## config.mk

```make
export PLATFORM = sky130hd
export DESIGN_NAME = host_fifo_bridge
export DESIGN_NICKNAME = d
export VERILOG_FILES = /design/src/rtl/hfb_pkg.sv /design/src/rtl/hfb_store.sv /design/src/rtl/hfb_lane.sv /design/src/rtl/hfb_flow.sv /design/src/rtl/host_fifo_bridge.sv
export SDC_FILE = /design/constraint.sdc
export NUM_CORES = 1
export LEC_CHECK = 0
export ABC_AREA = 0
export CAP_MARGIN = 5
export CORE_MARGIN = 2
export CORE_UTILIZATION = 60
export DETAILED_ROUTE_END_ITERATION = 7
export PLACE_DENSITY = 0.87
export SYNTH_ARGS = -nofsm -noshare
export SYNTH_HDL_FRONTEND = slang
export SYNTH_HIERARCHICAL = 1
export SYNTH_SLANG_ARGS = --single-unit
```

## constraint.sdc

```tcl
create_clock -name clk -period 17.5 [get_ports clk]
set_input_delay 3.5 -clock clk [delete_from_list [all_inputs] [get_ports clk]]
set_output_delay 3.5 -clock clk [all_outputs]
set_load 0.1 [all_outputs]
```

## src/rtl/hfb_pkg.sv

```systemverilog
package hfb_pkg;

  // Pending host data access captured from a strobe
  typedef struct packed {
    logic        valid;
    logic        is_wr;
    logic [15:0] data;
  } hacc_t;

  // Bit offset of host lane for beat number idx inside a dw-bit word
  function automatic int unsigned lane_shift(input int unsigned idx, input logic wide,
                                             input logic big, input int unsigned dw);
    int unsigned w;
    int unsigned lanes;
    int unsigned lane;
    w     = wide ? 16 : 8;
    lanes = dw / w;
    lane  = big ? (lanes - 1 - idx) : idx;
    return lane * w;
  endfunction

endpackage

```

## src/rtl/hfb_store.sv

```systemverilog
module hfb_store #(
  parameter int DW    = 32,
  parameter int DEPTH = 16,
  localparam int CW   = $clog2(DEPTH + 1)
) (
  input  logic          clk,
  input  logic          rst,
  input  logic          flush,
  input  logic          push,
  input  logic [DW-1:0] push_data,
  input  logic          pop,
  output logic [DW-1:0] head,
  output logic [CW-1:0] count
);
  localparam int AW = $clog2(DEPTH);

  logic [DW-1:0] mem [DEPTH];
  logic [AW-1:0] wr_ptr, rd_ptr;

  function automatic logic [AW-1:0] nxt(input logic [AW-1:0] p);
    return (p == AW'(DEPTH - 1)) ? '0 : p + 1'b1;
  endfunction

  // storage array without reset so it maps to distributed or block RAM
  always_ff @(posedge clk) begin
    if (push) mem[wr_ptr] <= push_data;
  end

  assign head = mem[rd_ptr];

  always_ff @(posedge clk) begin
    if (rst || flush) begin
      wr_ptr <= '0;
      rd_ptr <= '0;
      count  <= '0;
    end else begin
      if (push) wr_ptr <= nxt(wr_ptr);
      if (pop)  rd_ptr <= nxt(rd_ptr);
      case ({push, pop})
        2'b10:   count <= count + 1'b1;
        2'b01:   count <= count - 1'b1;
        default: count <= count;
      endcase
    end
  end
endmodule

```

## src/rtl/hfb_lane.sv

```systemverilog
module hfb_lane
  import hfb_pkg::*;
#(
  parameter int DW    = 32,
  parameter int DEPTH = 16,
  localparam int CW   = $clog2(DEPTH + 1)
) (
  input  logic          clk,
  input  logic          rst,
  input  logic          flush,
  input  logic          mode_ack,
  input  logic          dir_rd,
  input  logic          wide16,
  input  logic          big_end,
  input  logic          hst_wr,
  input  logic          hst_rd,
  input  logic          hst_cfg,
  input  logic [15:0]   hst_wdata,
  input  logic [CW-1:0] count,
  input  logic [DW-1:0] head,
  output logic          acc_new,
  output logic          acc_pend,
  output logic          acc_serve,
  output logic          beat_zero,
  output logic          host_push,
  output logic [DW-1:0] host_word,
  output logic          host_pop,
  output logic [15:0]   hst_rdata,
  output logic          ovf_flag,
  output logic          udf_flag
);
  localparam int BIW = $clog2(DW / 8);

  hacc_t           acc;
  logic [BIW-1:0]  idx;
  logic [BIW-1:0]  idx_last;
  logic [DW-1:0]   pack_q;
  logic [DW-1:0]   lane_mask, beat_ext, wr_word, rd_shift;
  logic [15:0]     rd_beat;
  logic            full, empty, can_move, done, at_last;
  int unsigned     shift;

  assign full      = (count == CW'(DEPTH));
  assign empty     = (count == '0);
  assign idx_last  = wide16 ? BIW'(DW / 16 - 1) : BIW'(DW / 8 - 1);
  assign at_last   = (idx == idx_last);
  assign beat_zero = (idx == '0);

  // a data strobe in the active direction, taken only when nothing is pending
  assign acc_new  = !flush && !acc.valid && !hst_cfg &&
                    ((hst_wr && !dir_rd) || (hst_rd && dir_rd));
  assign acc_pend = acc.valid;
  assign can_move = acc.is_wr ? !full : !empty;
  assign acc_serve = acc.valid && (can_move || !mode_ack);
  assign done     = acc_serve && can_move;

  assign shift     = lane_shift({{(32 - BIW){1'b0}}, idx}, wide16, big_end, DW);
  assign lane_mask = (wide16 ? DW'(16'hFFFF) : DW'(8'hFF)) << shift;
  assign beat_ext  = wide16 ? DW'(acc.data) : DW'(acc.data[7:0]);
  assign wr_word   = (pack_q & ~lane_mask) | (beat_ext << shift);
  assign rd_shift  = head >> shift;
  assign rd_beat   = wide16 ? rd_shift[15:0] : {8'h00, rd_shift[7:0]};

  assign host_push = done && acc.is_wr && at_last;
  assign host_word = wr_word;
  assign host_pop  = done && !acc.is_wr && at_last;

  always_ff @(posedge clk) begin
    if (rst || flush) begin
      acc    <= '0;
      idx    <= '0;
      pack_q <= '0;
    end else begin
      if (acc_new)        acc <= '{valid: 1'b1, is_wr: hst_wr, data: hst_wdata};
      else if (acc_serve) acc.valid <= 1'b0;
      if (done) begin
        idx <= at_last ? '0 : idx + 1'b1;
        if (acc.is_wr) pack_q <= wr_word;
      end
    end
  end

  always_ff @(posedge clk) begin
    if (rst) begin
      hst_rdata <= '0;
      ovf_flag  <= 1'b0;
      udf_flag  <= 1'b0;
    end else if (!flush) begin
      if (done && !acc.is_wr)                   hst_rdata <= rd_beat;
      if (acc_serve && !can_move &&  acc.is_wr) ovf_flag  <= 1'b1;
      if (acc_serve && !can_move && !acc.is_wr) udf_flag  <= 1'b1;
    end
  end
endmodule

```

## src/rtl/hfb_flow.sv

```systemverilog
module hfb_flow #(
  parameter int DW    = 32,
  parameter int DEPTH = 16,
  parameter int WAIT  = 3,
  localparam int CW   = $clog2(DEPTH + 1)
) (
  input  logic          clk,
  input  logic          rst,
  input  logic          flush,
  input  logic          mode_ack,
  input  logic          dir_rd,
  input  logic          wide16,
  input  logic          acc_new,
  input  logic          acc_pend,
  input  logic          acc_serve,
  input  logic          beat_zero,
  input  logic [CW-1:0] count,
  output logic          hst_rdy
);
  localparam int WCW = $clog2(WAIT + 1);
  localparam int BKW = $clog2(DEPTH * DW / 8 + 1);

  logic [WCW-1:0] wcnt, wcnt_n;
  logic [BKW-1:0] blk, blk_last;
  logic           armed, pend_n, ack_rdy_n, cond;

  assign wcnt_n    = acc_new ? WCW'(WAIT) : ((wcnt != '0) ? wcnt - 1'b1 : '0);
  assign pend_n    = acc_new || (acc_pend && !acc_serve);
  assign ack_rdy_n = !pend_n && (wcnt_n == '0);

  assign cond     = dir_rd ? (count == CW'(DEPTH)) : ((count == '0) && beat_zero);
  assign blk_last = wide16 ? BKW'(DEPTH * DW / 16 - 1) : BKW'(DEPTH * DW / 8 - 1);

  always_ff @(posedge clk) begin
    if (rst || flush) begin
      hst_rdy <= 1'b1;
      wcnt    <= '0;
      armed   <= 1'b1;
      blk     <= '0;
    end else begin
      wcnt <= wcnt_n;
      if (mode_ack) begin
        hst_rdy <= ack_rdy_n;
      end else if (acc_serve) begin
        hst_rdy <= 1'b1;
        if (blk == blk_last) begin
          blk   <= '0;
          armed <= 1'b1;
        end else begin
          blk <= blk + 1'b1;
        end
      end else if (armed && cond) begin
        hst_rdy <= 1'b0;
        armed   <= 1'b0;
        blk     <= '0;
      end
    end
  end
endmodule

```

## src/rtl/host_fifo_bridge.sv

```systemverilog
module host_fifo_bridge #(
  parameter int DW    = 32,
  parameter int DEPTH = 16,
  parameter int WAIT  = 3
) (
  input  logic          clk,
  input  logic          rst,
  input  logic          flush,
  input  logic          mode_ack,
  input  logic          dir_rd,
  input  logic          wide16,
  input  logic          big_end,
  input  logic          hst_wr,
  input  logic          hst_rd,
  input  logic          hst_cfg,
  input  logic [15:0]   hst_wdata,
  output logic [15:0]   hst_rdata,
  output logic          hst_rdy,
  output logic          ovf_flag,
  output logic          udf_flag,
  output logic          dma_out_valid,
  output logic [DW-1:0] dma_out_data,
  input  logic          dma_out_ready,
  input  logic          dma_in_valid,
  input  logic [DW-1:0] dma_in_data,
  output logic          dma_in_ready
);
  localparam int CW = $clog2(DEPTH + 1);

  logic [CW-1:0] count;
  logic [DW-1:0] head, host_word, st_data;
  logic          host_push, host_pop, st_push, st_pop;
  logic          acc_new, acc_pend, acc_serve, beat_zero;

  assign dma_out_valid = !dir_rd && (count != '0);
  assign dma_in_ready  = dir_rd && (count != CW'(DEPTH));
  assign dma_out_data  = head;

  assign st_push = dir_rd ? (dma_in_valid && dma_in_ready) : host_push;
  assign st_data = dir_rd ? dma_in_data : host_word;
  assign st_pop  = dir_rd ? host_pop : (dma_out_valid && dma_out_ready);

  hfb_store #(.DW(DW), .DEPTH(DEPTH)) u_store (
    .clk(clk), .rst(rst), .flush(flush),
    .push(st_push), .push_data(st_data), .pop(st_pop),
    .head(head), .count(count)
  );

  hfb_lane #(.DW(DW), .DEPTH(DEPTH)) u_lane (
    .clk(clk), .rst(rst), .flush(flush),
    .mode_ack(mode_ack), .dir_rd(dir_rd), .wide16(wide16), .big_end(big_end),
    .hst_wr(hst_wr), .hst_rd(hst_rd), .hst_cfg(hst_cfg), .hst_wdata(hst_wdata),
    .count(count), .head(head),
    .acc_new(acc_new), .acc_pend(acc_pend), .acc_serve(acc_serve), .beat_zero(beat_zero),
    .host_push(host_push), .host_word(host_word), .host_pop(host_pop),
    .hst_rdata(hst_rdata), .ovf_flag(ovf_flag), .udf_flag(udf_flag)
  );

  hfb_flow #(.DW(DW), .DEPTH(DEPTH), .WAIT(WAIT)) u_flow (
    .clk(clk), .rst(rst), .flush(flush),
    .mode_ack(mode_ack), .dir_rd(dir_rd), .wide16(wide16),
    .acc_new(acc_new), .acc_pend(acc_pend), .acc_serve(acc_serve),
    .beat_zero(beat_zero), .count(count), .hst_rdy(hst_rdy)
  );
endmodule

```

==> flow_summary.ini <==
[logic_synthesis]
ys_warn_count = 6
synth-main-ff-cell = edfxtp_1
synth_area_per_cell_sq_um = 17.55
synthCells = 1437
ys_types = 67
synth_area_sq_um = 25220
synth-async-reset-ratio_pct = 0
synth-seq-cells = 610
yosysTopAreaCell = edfxtp_1
synth_top_cells_by_area = edfxtp_1, mux4_2, dfxtp_1, mux2_2, a22oi_1
synth_top_cell_area_share_pct = 60.96
ys_seq_area_share_pct = 68.74
synth_nets = 1526
synth-edff-count = 512

[finish]
drive_above_1_share_pct = 21.81
final.fill_count = 2487
regArea_sq_um = 17340
num_antenna_cells = 0
multi_input_area_sq_um = 7476
final_area_sq_um = 28840
fin_nets = 1650
syn_to_final_growth_pct = 14.36
layout.cells.non_filler = 2148

[clock_network]
cts_tree = yes
hold_buffers = 0
cts_buffers = 57
clockBufferDepth = 3
cts-root-buf = clkbuf_16
cts_resized = 0
clk_latency_ns = 0.64
htreeDepth = 2
cts_setup_buffers = 0
cts_num_sinks = 610
clkTransAtPathRegs_ns = 0.07

[hold_path]
hold_class = reg2reg

[route]
drt-pass1-iter-count = 6
wl_microns = 68660
drtAntennaViolNets = 0
via_count = 15110
post_drt_wl_per_cell_microns = 31.96
viasPerCell = 7.035
post-route-drc-count = 0
drt_iter0_drc = 2105

[timing]
min_period_ns = 9.617
fmax_mhz = 104.0
slew_headroom_pct = 19.05
fin_tns_setup_ns = 0
finalClockSkew_ns = 0.01579
maxSlewViolCount = 0
finalSetupViolCount = 0
tightest_slew_ns = 1.210
hold-worst-slack_ns = 0.4789
finalCritPeriodShare_pct = 54.96
hold_violations = 0
rsz0062_at_grt = false

[die]
die_y_microns = 209.0
die_x_microns = 209.0
die-area_sq_um = 43690
start_util_pct = 60.39
rows = 75
core_sq_um = 41760
pin_count = 113

[global_routing]
grt_overflow = 0
grt_use_total_pct = 31.81
grt_pass1_vias = 15070
antenna_found_initial = 2
grt_max_degree = 69
grt_first_pass_wirelength_microns = 99500

[setup_path]
cp_data_arrival_time_ns = 9.95
cp_max_fo = 36
required_ns = 17.84
end_kind = register
critical_path_class = in2reg
start_kind = primary input

[pwr]
p_leak_nw = 9.379
power_density_nw_per_um2 = 104.3
vdd_ir_drop_max_v = 0.00007766

[flow_run]
cap_violations = 0

[place]
gp_congestion = 0.8825
port_buffers = 112
place_inst = 2041
postPlaceCellArea_sq_um = 26930
dp_hpwl_microns = 38990

[status]
outcome = finished clean
[final timing paths]
check / startpoint / to / slack, ns / cells after the start
max: wide16 / u_store/mem[8][3]$_DFFE_PP_ / 7.88 / 21
min: u_lane/hst_rdata[12]$_SDFFE_PP0P_ / u_lane/hst_rdata[12]$_SDFFE_PP0P_ / 0.48 / 1
max reg2reg: u_lane/idx[1]$_SDFFE_PP0P_ / u_store/mem[8][3]$_DFFE_PP_ / 11.28 / 19
min reg2reg: u_lane/hst_rdata[12]$_SDFFE_PP0P_ / u_lane/hst_rdata[12]$_SDFFE_PP0P_ / 0.48 / 1
[kinds of logic (layout without fill, tap and decap cells)]
family,Yosys count,in the layout,share of synthesized area [%]
simple gates,231,231,4.842
other cells,1,1,0.01487
xor+xnor,13,13,0.4515
fa+ha+maj,29,29,1.469
mux,222,222,15.81
flops,610,610,68.74
compound gates,230,230,6.852
buf+inv,101,273,1.816
[sequential cells by signal, summed over array words and instances (netlist names), named ones only]
name,flops
u_flow/blk,7
u_lane/hst_rdata,16
u_flow/wcnt,2
u_flow/hst_rdy,1
u_lane/ovf_flag,1
u_lane/acc,17
u_lane/acc_pend,1
u_lane/udf_flag,1
u_store/wr_ptr,4
u_flow/armed,1
u_lane/idx,2
u_store/rd_ptr,4
u_store/count,5
u_store/mem,512
u_lane/pack_q,32
[metal layers]
metal / vias up / track usage (%) / part of all wire [%]
met3: 225 / 7.770 / 12
met2: 1174 / 51.29 / 48
li1: 6116 / - / -
met4: 2 / 16.35 / 5.5
met1: 7595 / 40.65 / 34
met5: - / 0 / 0.019
[layout by cell type (no fill, tap or decap), types with 7 or more instances in the layout]
cell,Yosys,layout
clkdlybuf4s50_1,0,111
a22o_1,43,43
mux4_2,136,136
ha_1,28,28
mux2i_1,35,35
a22oi_1,64,64
clkbuf_16,0,57
clkbuf_1,38,13
edfxtp_1,512,512
nand2_1,66,66
o21ai_0,16,16
clkinv_2,0,9
o31ai_1,18,18
bufinv_16,0,8
nand3_1,16,16
nor2_1,49,47
buf_4,10,32
a32o_1,8,8
o2bb2ai_1,8,8
dfxtp_1,98,96
and2_2,0,16
xor2_1,10,10
mux2_2,51,51
nand4_1,20,20
clkinv_1,0,7
nor3_1,10,10
inv_1,21,21
a21oi_1,40,40
[worst max-delay path: stages]
cell	delay (ns)
clkdlybuf4s50_1	0.47
buf_4	0.37
ha_1	0.33
nand2_1	0.08
nor2_1	0.26
inv_1	0.08
ha_1	0.33
inv_1	0.34
ha_1	0.31
ha_1	0.20
a21oi_1	0.25
nand2_1	0.11
ha_1	0.23
o21bai_1	0.18
ha_1	0.22
or4_4	0.44
o31ai_1	0.38
o2111ai_1	0.42
or3_1	0.67
mux2_2	0.36
mux2_2	0.40
[synthesized netlist by cell type (3+ instances only)]
cell type    n
mux2i_1     35
a21oi_1     40
nor2_1      49
nor3_1      10
nor4_1       5
nand3_1     16
buf_1       13
nor4_2       3
a22oi_1     64
dfxtp_1     98
o21ai_0     16
xnor2_1      3
inv_1       21
nand2b_1     6
buf_6        3
a22o_1      43
o211ai_1     5
mux2_2      51
buf_4       10
xor2_1      10
or3_1        5
or2_2        5
clkbuf_1    38
o2bb2ai_1    8
nand2_1     66
edfxtp_1   512
ha_1        28
mux4_2     136
nor3b_1      5
and2_1      21
a31oi_1      5
o21ai_1      3
nand4_1     20
buf_2       15
o31ai_1     18
nor2b_1      5
a32o_1       8
[power by group]
group / switching [mW] / internal [mW] / total [mW]
Clock: 0.537 / 0.725 / 1.26
Sequential: 0.00548 / 1.58 / 1.58
Combinational: 0.110 / 0.0532 / 0.163
[cell type report]
| cell class | count | area share, % |
|---|---|---|
| Timing Repair Buffer | 144 | 4.703 |
| Multi-Input combinational cell | 726 | 25.92 |
| Clock inverter | 36 | 1.449 |
| Inverter | 22 | 0.2863 |
| Clock buffer | 71 | 5.163 |
| Tap cell | 539 | 2.338 |
| Sequential cell | 610 | 60.14 |
[through the flow]
step                util, %  setup slack [ns]  total power [mW]
CTS                   69.06             8.037             3.013
global route          69.06             7.533             3.077
finish                69.06             7.883             3.009
detailed placement    64.50             7.448             1.774
global placement      64.50             7.649             1.769
floorplan                 -             8.039             1.719
(Power assumes the default switching activity.)
